**src/rtl/pcu_pkg.sv**
```systemverilog
package pcu_pkg;
   typedef enum logic [2:0] {
      REL_EQ = 3'd0,
      REL_NE = 3'd1,
      REL_LT = 3'd2,
      REL_LE = 3'd3,
      REL_GE = 3'd4,
      REL_GT = 3'd5
   } rel_e;

   typedef enum logic [1:0] {
      FORM_RR = 2'd0,
      FORM_IR = 2'd1,
      FORM_ZR = 2'd2,
      FORM_RZ = 2'd3
   } form_e;
endpackage

```
**src/rtl/pcu_operand_sel.sv**
```systemverilog
module pcu_operand_sel #(
   parameter int XLEN  = 64,
   parameter int LOW_W = 32,
   parameter int IMM_W = 8
) (
   input  logic [1:0]      form,
   input  logic [XLEN-1:0] src_a,
   input  logic [XLEN-1:0] src_b,
   input  logic [IMM_W-1:0] imm,
   input  logic            narrow,
   input  logic            is_unsigned,
   output logic [XLEN-1:0] key_a,
   output logic [XLEN-1:0] key_b,
   output logic            a_is_imm
);
   import pcu_pkg::*;

   localparam int EXT_W = XLEN - IMM_W;

   logic [XLEN-1:0] raw_a, raw_b;

   // Map a value onto a key whose unsigned order equals the requested order.
   function automatic logic [XLEN-1:0] to_key(input logic [XLEN-1:0] x,
                                               input logic nar,
                                               input logic uns);
      logic [XLEN-1:0] k;
      if (nar) begin
         k = '0;
         k[LOW_W-1:0] = x[LOW_W-1:0];
         k[LOW_W-1]   = x[LOW_W-1] ^ ~uns;
      end else begin
         k = x;
         k[XLEN-1] = x[XLEN-1] ^ ~uns;
      end
      return k;
   endfunction

   always_comb begin
      a_is_imm = 1'b0;
      raw_b    = src_b;
      case (form_e'(form))
         FORM_RR: raw_a = src_a;
         FORM_IR: begin
            raw_a    = {{EXT_W{imm[IMM_W-1]}}, imm};
            a_is_imm = 1'b1;
         end
         FORM_ZR: raw_a = '0;
         default: begin
            raw_a = src_a;
            raw_b = '0;
         end
      endcase
      key_a = to_key(raw_a, narrow, is_unsigned);
      key_b = to_key(raw_b, narrow, is_unsigned);
   end
endmodule

```
**src/rtl/pcu_rel_core.sv**
```systemverilog
module pcu_rel_core #(
   parameter int XLEN = 64
) (
   input  logic [2:0]      rel,
   input  logic [XLEN-1:0] key_a,
   input  logic [XLEN-1:0] key_b,
   input  logic            a_is_imm,
   output logic            outcome,
   output logic            bad_rel
);
   import pcu_pkg::*;

   logic [XLEN-1:0] lhs, rhs, a_dec;
   logic use_eq, flip, force_true, eq_hit, lt_hit, a_floor;

   assign a_dec   = key_a - 1'b1;
   assign a_floor = (key_a == '0);
   assign eq_hit  = (key_a == key_b);
   assign lt_hit  = (lhs < rhs);

   always_comb begin
      lhs        = key_a;
      rhs        = key_b;
      use_eq     = 1'b0;
      flip       = 1'b0;
      force_true = 1'b0;
      bad_rel    = 1'b0;
      case (rel)
         REL_EQ: use_eq = 1'b1;
         REL_NE: begin use_eq = 1'b1; flip = 1'b1; end
         REL_LT: ;
         REL_GE: flip = 1'b1;
         REL_GT: begin lhs = key_b; rhs = key_a; end
         REL_LE: begin
            if (a_is_imm) begin
               lhs        = a_dec;
               force_true = a_floor;
            end else begin
               lhs  = key_b;
               rhs  = key_a;
               flip = 1'b1;
            end
         end
         default: bad_rel = 1'b1;
      endcase
   end

   assign outcome = force_true | ((use_eq ? eq_hit : lt_hit) ^ flip);
endmodule

```
**src/rtl/pcu_pred_file.sv**
```systemverilog
module pcu_pred_file #(
   parameter int NPRED = 64,
   localparam int AW   = $clog2(NPRED)
) (
   input  logic          clk,
   input  logic          rst_n,
   input  logic          we,
   input  logic [AW-1:0] wa1,
   input  logic          wd1,
   input  logic [AW-1:0] wa2,
   input  logic          wd2,
   input  logic [AW-1:0] ra,
   output logic          rd
);
   logic [NPRED-1:0] pr;

   for (genvar i = 0; i < NPRED; i++) begin : g_bit
      if (i == 0) begin : g_const
         assign pr[i] = 1'b1;
      end else begin : g_flop
         logic q;
         always_ff @(posedge clk or negedge rst_n) begin
            if (!rst_n)                      q <= 1'b0;
            else if (we && wa1 == AW'(i))    q <= wd1;
            else if (we && wa2 == AW'(i))    q <= wd2;
         end
         assign pr[i] = q;
      end
   end

   assign rd = pr[ra];
endmodule

```
**src/rtl/pred_cmp_unit.sv**
```systemverilog
module pred_cmp_unit #(
   parameter int XLEN  = 64,
   parameter int LOW_W = 32,
   parameter int IMM_W = 8,
   parameter int NPRED = 64,
   localparam int AW   = $clog2(NPRED)
) (
   input  logic            clk,
   input  logic            rst_n,
   input  logic            valid_i,
   input  logic [2:0]      rel_i,
   input  logic            unsigned_i,
   input  logic            narrow_i,
   input  logic [1:0]      form_i,
   input  logic [XLEN-1:0] src_a_i,
   input  logic [XLEN-1:0] src_b_i,
   input  logic [IMM_W-1:0] imm_i,
   input  logic [AW-1:0]   pdst1_i,
   input  logic [AW-1:0]   pdst2_i,
   input  logic [AW-1:0]   rd_addr_i,
   output logic            rd_data_o,
   output logic            illegal_o
);
   if (LOW_W >= XLEN || LOW_W < 2) begin : g_bad_low
      $error("pred_cmp_unit: LOW_W must lie in [2, XLEN)");
   end
   if (IMM_W > LOW_W || IMM_W < 2) begin : g_bad_imm
      $error("pred_cmp_unit: IMM_W must lie in [2, LOW_W]");
   end
   if (NPRED < 2 || (1 << AW) != NPRED) begin : g_bad_np
      $error("pred_cmp_unit: NPRED must be a power of two of at least 2");
   end

   logic [XLEN-1:0] key_a, key_b;
   logic a_is_imm, outcome, bad_rel, commit;

   pcu_operand_sel #(.XLEN(XLEN), .LOW_W(LOW_W), .IMM_W(IMM_W)) u_sel (
      .form(form_i), .src_a(src_a_i), .src_b(src_b_i), .imm(imm_i),
      .narrow(narrow_i), .is_unsigned(unsigned_i),
      .key_a(key_a), .key_b(key_b), .a_is_imm(a_is_imm)
   );

   pcu_rel_core #(.XLEN(XLEN)) u_core (
      .rel(rel_i), .key_a(key_a), .key_b(key_b), .a_is_imm(a_is_imm),
      .outcome(outcome), .bad_rel(bad_rel)
   );

   assign illegal_o = valid_i & ((pdst1_i == pdst2_i) | bad_rel);
   assign commit    = valid_i & ~illegal_o;

   pcu_pred_file #(.NPRED(NPRED)) u_pf (
      .clk(clk), .rst_n(rst_n), .we(commit),
      .wa1(pdst1_i), .wd1(outcome), .wa2(pdst2_i), .wd2(~outcome),
      .ra(rd_addr_i), .rd(rd_data_o)
   );
endmodule

```
**config.mk**
```make
export PLATFORM = sky130hd
export DESIGN_NAME = pred_cmp_unit
export DESIGN_NICKNAME = d
export VERILOG_FILES = /design/src/rtl/pcu_pkg.sv /design/src/rtl/pcu_operand_sel.sv /design/src/rtl/pcu_rel_core.sv /design/src/rtl/pcu_pred_file.sv /design/src/rtl/pred_cmp_unit.sv
export SDC_FILE = /design/constraint.sdc
export NUM_CORES = 1
export LEC_CHECK = 0
export BUFFER_PORTS_ARGS = -buffer_cell sky130_fd_sc_hd__clkbuf_2
export CAP_MARGIN = 25
export CELL_PAD_IN_SITES_DETAIL_PLACEMENT = 0
export CELL_PAD_IN_SITES_GLOBAL_PLACEMENT = 2
export CORE_MARGIN = 2
export CORE_UTILIZATION = 31
export CTS_BUF_LIST = sky130_fd_sc_hd__clkbuf_2 sky130_fd_sc_hd__clkbuf_4 sky130_fd_sc_hd__clkbuf_8
export DETAILED_ROUTE_END_ITERATION = 8
export PLACE_DENSITY_LB_ADDON = 0.12
export SLEW_MARGIN = 0
export SYNTH_ARGS = -nofsm -noshare
export SYNTH_HDL_FRONTEND = slang
export SYNTH_SLANG_ARGS = --single-unit
```
**constraint.sdc**
```tcl
create_clock -name clk -period 2.6 [get_ports clk]
set_clock_uncertainty 0.05 [all_clocks]
set_input_delay 0.13 -clock clk [delete_from_list [all_inputs] [get_ports clk]]
set_output_delay 0.13 -clock clk [all_outputs]
set_load 0.01 [all_outputs]
```
# Yosys cells after proc, flatten, opt, wreduce, memory -nomap -nowiden

Cells that the tools add are included.

Bits in registers: 63
Latch bits: 0
Bits in writable memories: 0
Memory bits (read-only): 0
Input bits: 164
Output and inout bits: 2
Word-level logic and storage cells: 553
Memories: 0

Add/subtract/negate cells: 1
Multiply operators: 0
Div/mod/pow operators: 0
$lt $le $gt $ge: 2
Equality and inequality tests: 135
Shift-type cells: 0
Mux-type cells: 144
Bitwise gates (word level): 12
Reductions and logical operators: 196

Operators with widths:

| cell                                                                  | count |
|---|---|
| 6-bit equality test, second input constant                            | 64 |
| 64-bit one-hot mux with 2 select lines                                | 3 |
| 64-bit two-way mux                                                    | 5 |
| 6-bit by 5-bit equality test with 1-bit output, second input constant | 32 |
| 1-bit two-way mux                                                     | 134 |
| 1-bit logical AND                                                     | 126 |
| 2-bit nonzero test                                                    | 63 |
| 6-bit by 4-bit equality test with 1-bit output, second input constant | 16 |
| 64-bit equality test                                                  | 1 |
| 64-bit zero test                                                      | 1 |
| 64-bit < comparator                                                   | 1 |
| 64-bit by 1-bit subtractor with 64-bit output, second input constant  | 1 |
| 6-bit by 3-bit equality test with 1-bit output, second input constant | 8 |
| 6-bit by 2-bit equality test with 1-bit output, second input constant | 4 |
| 6-bit by 1-bit equality test with 1-bit output, second input constant | 2 |
| 6-bit by 7-bit < comparator with 1-bit output, second input constant  | 1 |
| 1-bit binary-select mux with 6-bit select                             | 1 |
| 3-bit by 2-bit equality test with 1-bit output, second input constant | 2 |
| 3-bit equality test, second input constant                            | 2 |
| 6-bit equality test                                                   | 1 |
| 6-bit OR reduction                                                    | 1 |
| 1-bit XOR                                                             | 5 |
| 2-bit OR reduction                                                    | 2 |
| 3-bit by 1-bit equality test with 1-bit output, second input constant | 1 |
| 9 further kinds                                                       | 13 |

# Depth between registers and ports, before layout

Depth in word-level cells: 14
Gate-level depth with buffers: 31

# Modules after synthesis

A second synthesis with hierarchy kept.

Cell total of the unflattened synthesis: 1495
Area, all modules: 11021.8 um^2

Modules (own cells, without submodules):

| module          | times used | cells each | area each (um^2) |
|---|---|---|---|
| pcu_rel_core    | 1          | 777        | 5396.4 |
| pcu_pred_file   | 1          | 483        | 4282.9 |
| pcu_operand_sel | 1          | 221        | 1248.7 |
| pred_cmp_unit   | 1          | 14         | 93.8 |

# Worst setup path after synthesis

Ideal clock, no wire load.

Path kind: input port to flip-flop
Start point: in form_i[1]
End point: reg u_pf.g_bit[53].g_flop.q
Library setup time: 0.125 ns
Arrival: 5.707 ns
Path slack: -3.282 ns
Stages: 30
Path through: inv_1 ha_1 buf_4 buf_4 buf_4 buf_6 buf_4 nor4b_1 a21oi_1 nor4_1 and4_1 nand4_1 nand4b_1 nor4_1 nor2b_1 xnor2_1 o21ai_1 ha_1 a21o_1 a21o_1 a21oi_1 o211ai_1 a221oi_1 nand3_1 clkbuf_1 nand2b_1 clkbuf_1 o21ai_0 o22ai_1 mux2_2

Word-level cells in the longest chain between the ends: 14
Elaborated cells between the ends (all ways): 31
Classes of those cells: add/sub: 1; order compare: 1; eq/ne: 3; mux: 16; bitwise: 7; reduce/logical: 3

Ends and longest elaborated chain:

| what                                                                                       | RTL line                                  | text |
|---|---|---|
| from (decl)                                                                                | pred_cmp_unit.sv:14                       | `input logic [1:0] form_i,` |
| 2-bit equality test (tied with other cells)                                                | pcu_operand_sel.sv:41                     | `case (form_e'(form))` |
| 64-bit one-hot mux with 2 select lines / 3-bit OR reduction (equally long branches)        | n/a                                       |  |
| 1-bit XOR (tied with other cells)                                                          | pcu_operand_sel.sv:30                     | `k[LOW_W-1] = x[LOW_W-1] ^ ~uns;` |
| 64-bit two-way mux (tied with other cells)                                                 | pcu_operand_sel.sv:27                     | `if (nar) begin` |
| 64-bit by 1-bit subtractor with 64-bit output / 64-bit two-way mux (equally long branches) | pcu_rel_core.sv:16, pcu_operand_sel.sv:27 |  |
| 64-bit two-way mux                                                                         | pcu_rel_core.sv:35                        | `if (a_is_imm) begin` |
| 64-bit one-hot mux with 2 select lines                                                     | pcu_rel_core.sv:28                        | `case (rel)` |
| 64-bit < comparator                                                                        | pcu_rel_core.sv:19                        | `assign lt_hit = (lhs < rhs);` |
| 1-bit two-way mux                                                                          | pcu_rel_core.sv:48                        | `assign outcome = force_true \| ((use_eq ? eq_hit : lt_hit) ^ flip);` |
| 1-bit XOR                                                                                  | pcu_rel_core.sv:48                        |  |
| 1-bit bitwise OR *                                                                         | pcu_rel_core.sv:48                        |  |
| 1-bit inverter                                                                             | pred_cmp_unit.sv:53                       | `.wa1(pdst1_i), .wd1(outcome), .wa2(pdst2_i), .wd2(~outcome),` |
| 1-bit two-way mux                                                                          | pcu_pred_file.sv:25                       | `else if (we && wa2 == AW'(i)) q <= wd2;` |
| 1-bit two-way mux *                                                                        | pcu_pred_file.sv:24                       | `else if (we && wa1 == AW'(i)) q <= wd1;` |
| to (signal assigned)                                                                       | pcu_pred_file.sv:24                       |  |
| to (signal assigned)                                                                       | pcu_pred_file.sv:25                       |  |
| to (decl)                                                                                  | pcu_pred_file.sv:21                       | `logic q;` |

Every way passes the cells marked *; elsewhere a longest branch is shown, timed or not. The select of a mux whose other input is x is not followed.
A chain may end at the register's enable or synchronous reset.

# Final worst setup path

Start point: in form_i[1]
End point: reg u_pf.g_bit[17].g_flop.q

Word-level cells in the longest chain between the ends: 14
Elaborated cells between the ends (all ways): 31
Classes of those cells: add/sub: 1; order compare: 1; eq/ne: 3; mux: 16; bitwise: 7; reduce/logical: 3

Ends and longest elaborated chain:

| what                                                                                       | RTL line |
|---|---|
| 2-bit equality test (tied with other cells)                                                | pcu_operand_sel.sv:41 |
| 64-bit one-hot mux with 2 select lines / 3-bit OR reduction (equally long branches)        | n/a |
| 1-bit XOR (tied with other cells)                                                          | pcu_operand_sel.sv:30 |
| 64-bit two-way mux (tied with other cells)                                                 | pcu_operand_sel.sv:27 |
| 64-bit by 1-bit subtractor with 64-bit output / 64-bit two-way mux (equally long branches) | pcu_rel_core.sv:16, pcu_operand_sel.sv:27 |
| 64-bit two-way mux                                                                         | pcu_rel_core.sv:35 |
| 64-bit one-hot mux with 2 select lines                                                     | pcu_rel_core.sv:28 |
| 64-bit < comparator                                                                        | pcu_rel_core.sv:19 |
| 1-bit two-way mux                                                                          | pcu_rel_core.sv:48 |
| 1-bit XOR                                                                                  | pcu_rel_core.sv:48 |
| 1-bit bitwise OR *                                                                         | pcu_rel_core.sv:48 |
| 1-bit inverter                                                                             | pred_cmp_unit.sv:53 |
| 1-bit two-way mux                                                                          | pcu_pred_file.sv:25 |
| 1-bit two-way mux *                                                                        | pcu_pred_file.sv:24 |
| to (signal assigned)                                                                       | pcu_pred_file.sv:24 |
| to (signal assigned)                                                                       | pcu_pred_file.sv:25 |
| to (decl)                                                                                  | pcu_pred_file.sv:21 |

Marks and branches as above.

==> impl_metrics.json <==
{
  "outcome": "finished, violations left",
  "failed_checks": "negative setup slack",
  "antenna_cells": 0,
  "routabilityCongestion": 1.01,
  "cts.reportedPaths.clkPinSlew_ns": 0.08,
  "ys_types": 87,
  "io_buffer_count": 165,
  "cts-root-buf": "clkbuf_8",
  "hold_viol_final": 0,
  "cts_max_level": 3,
  "area_growth_pct": 54.8,
  "reg2reg_depth": 3,
  "wirelength_mm": 79.5,
  "antenna_found_initial": 0,
  "syn_avg_cell_area_sq_um": 6.78,
  "hold_class": "in2async",
  "via_per_inst": 6.14,
  "reg_top3": "u_pf.g_bit.g_flop.q x63",
  "reg2reg_to": "u_pf.g_bit[12].g_flop.q",
  "grt_use_total_pct": 35.0,
  "dp_cells": 3087,
  "rr_startpoint": "u_pf.g_bit[12].g_flop.q",
  "netlist_top_cells_area": "dfrtp_1 (12%), nand2_1 (7.6%), ha_1 (6.3%), nor2_1 (5.9%), a21oi_1 (5.7%)",
  "mostFrequentLayoutCells": "buf_4 (581), nand2_1 (266), nor2_1 (201), clkbuf_2 (162), a21oi_1 (144)",
  "num-fill-cells": 4268,
  "syn-num-nets": 2171,
  "routedWlPerCell_um": 25.3,
  "worst_pin_slew_ns": 0.888,
  "synthArstFlopShare_pct": 100,
  "rrSetupSlack_ns": 1.48,
  "power_density_nw_per_um2": 396,
  "grt_pass1_wl_mm": 118,
  "grt_overflow": 0,
  "cts_tree": "built",
  "final_cell_area_sq_um": 20400,
  "layoutNonFillerInstCount": 3135,
  "rsz0062_at_grt": "true",
  "start_kind": "input port",
  "drive_gt1_share_pct": 37.9,
  "max_freq_mhz": 182,
  "clkSinkCount": 63,
  "antenna_left": 0,
  "ys_seq_elements": 63,
  "dieArea_sq_um": 44100,
  "dp_hpwl_mm": 63.1,
  "worstPathArrival_ns": 5.74,
  "num_rows": 75,
  "yosys_warnings": 0,
  "core_sq_um": 41900,
  "crit_family": "simple AND/OR/NAND/NOR gates",
  "finalPower_mw": 8.06,
  "required_ns": 2.84,
  "slew_headroom_pct": 40.3,
  "ir_drop_uv": 301,
  "multi_input_area_sq_um": 11500,
  "ff_latch_area_sq_um": 1580,
  "cp_common_cell": "buf_4",
  "clk_path_buf_depth": 2,
  "preCtsSetupSlack_ns": -3.36,
  "path_buf_inv": 8,
  "setup_viol": 64,
  "dpl_cell_area_sq_um": 19500,
  "synth_edf_count": 0,
  "maxSlewViolCount": 0,
  "cts_buffers": 9,
  "largest_reg_flops": 63,
  "leakage_nw": 8.76,
  "maxCapViolCount": 0,
  "fin_crit_ns": 5.50,
  "initial_core_util_pct": 31.4,
  "clk_latency_ns": 0.37,
  "synth_ff_type": "dfrtp_1",
  "syn_inst": 1941,
  "post-route-drc-count": 0,
  "ys_seq_area_share_pct": 12.0,
  "tns_ns": -177.81,
  "first_iter_violations": 2196,
  "synth_top_cell_by_area": "dfrtp_1",
  "path_class": "in2reg",
  "endpoint_kind": "flip-flop",
  "first_pass_iters": 6,
  "die_h_um": 210,
  "finish.net_count": 2821,
  "cp_num_cells": 29,
  "grt_pass1_vias": 18765,
  "ios": 166,
  "via_count": 19263,
  "synth_area_sq_um": 13200,
  "grt_max_degree": 64,
  "cp_max_fo": 8,
  "setup_slack_ns": -2.90,
  "setup.worst_path.start": "form_i[1]",
  "slowest_stage": "o41ai_4",
  "slowest_delay_ns": 0.41,
  "final.period_utilization_pct": 212,
  "chipWidth_um": 210,
  "netlist.area_leader.share_pct": 12.0,
  "top_register": "u_pf.g_bit.g_flop.q",
  "layout.cells.most_common": "buf_4"
}
-- per-stage QoR --
stage / hold slack (ns) / util (%)
finish: 0.257 / 48.6
detailed placement: 0.132 / 46.5
global placement: 0.133 / 46.5
global route: 0.313 / 48.6
floorplan: -0.216 / -
CTS: 0.268 / 47.7
-- tightest hold or removal path: stages --
cell,delay [ns]
dlygate4sd3_1,0.52
buf_2,0.12
buf_12,0.32
-- logic make-up after synthesis --
logic type,count (synthesis),synth area share (%)
compound gates,642,32.9
xor+xnor,51,3.39
fa+ha+maj,66,6.28
buf+inv,195,6.10
flops,63,12.0
mux,83,8.45
simple gates,841,30.9
-- worst max-delay path by stage --
stage                                         end  slack, ns
final                     u_pf.g_bit[17].g_flop.q      -2.90
after global routing      u_pf.g_bit[17].g_flop.q      -3.11
after CTS                  u_pf.g_bit[5].g_flop.q      -2.76
after detailed placement  u_pf.g_bit[53].g_flop.q      -3.36
after global placement    u_pf.g_bit[53].g_flop.q      -3.26
after floorplan           u_pf.g_bit[41].g_flop.q      -2.71
-- Yosys cell counts, drive strengths merged, types with 10 or more instances --
| cell type | instances |
|---|---|
| a21o | 17 |
| a21oi | 151 |
| a221o | 15 |
| a221oi | 31 |
| a22oi | 34 |
| a31oi | 50 |
| and3 | 19 |
| and4 | 14 |
| buf | 48 |
| clkbuf | 117 |
| dfrtp | 63 |
| ha | 66 |
| inv | 29 |
| mux2 | 25 |
| mux2i | 38 |
| mux4 | 20 |
| nand2 | 267 |
| nand2b | 23 |
| nand3 | 71 |
| nand4 | 71 |
| nor2 | 207 |
| nor2b | 37 |
| nor3 | 38 |
| nor4 | 23 |
| o211ai | 24 |
| o21a | 31 |
| o21ai | 103 |
| o21bai | 17 |
| o221ai | 40 |
| o22ai | 46 |
| o31ai | 10 |
| or2 | 10 |
| or3 | 13 |
| xnor2 | 32 |
| xor2 | 19 |
-- routing by layer --
layer	part of all wire, %	global-route usage [%]
met5	0	0
met3	7.5	3.67
met1	42	46.1
met4	6.1	19.2
met2	44	56.2
-- power by group --
part           total (mW)  internal, mW  switching [mW]
Combinational        5.55          2.72            2.83
Clock               0.990         0.530           0.460
Sequential           1.53          1.30           0.224
Total                8.06          4.55            3.51
-- timing repair --
action	in CTS	in global routing
resized for setup	38	49
hold buffers	1	0
buffers inserted	11	14
pin swaps	9	34
hold endpoints to repair	63	0
setup endpoints to repair	64	64
cloned	2	4
-- layout make-up --
type                       count  area share, %
clock inverter                 3          0.197
sequential                    63           7.75
inverter                      30          0.633
timing repair buffer         803           30.8
clock buffer                  13          0.848
multi-input combinational   1684           56.5
tap                          539           3.31
(Power assumes the default switching activity.)
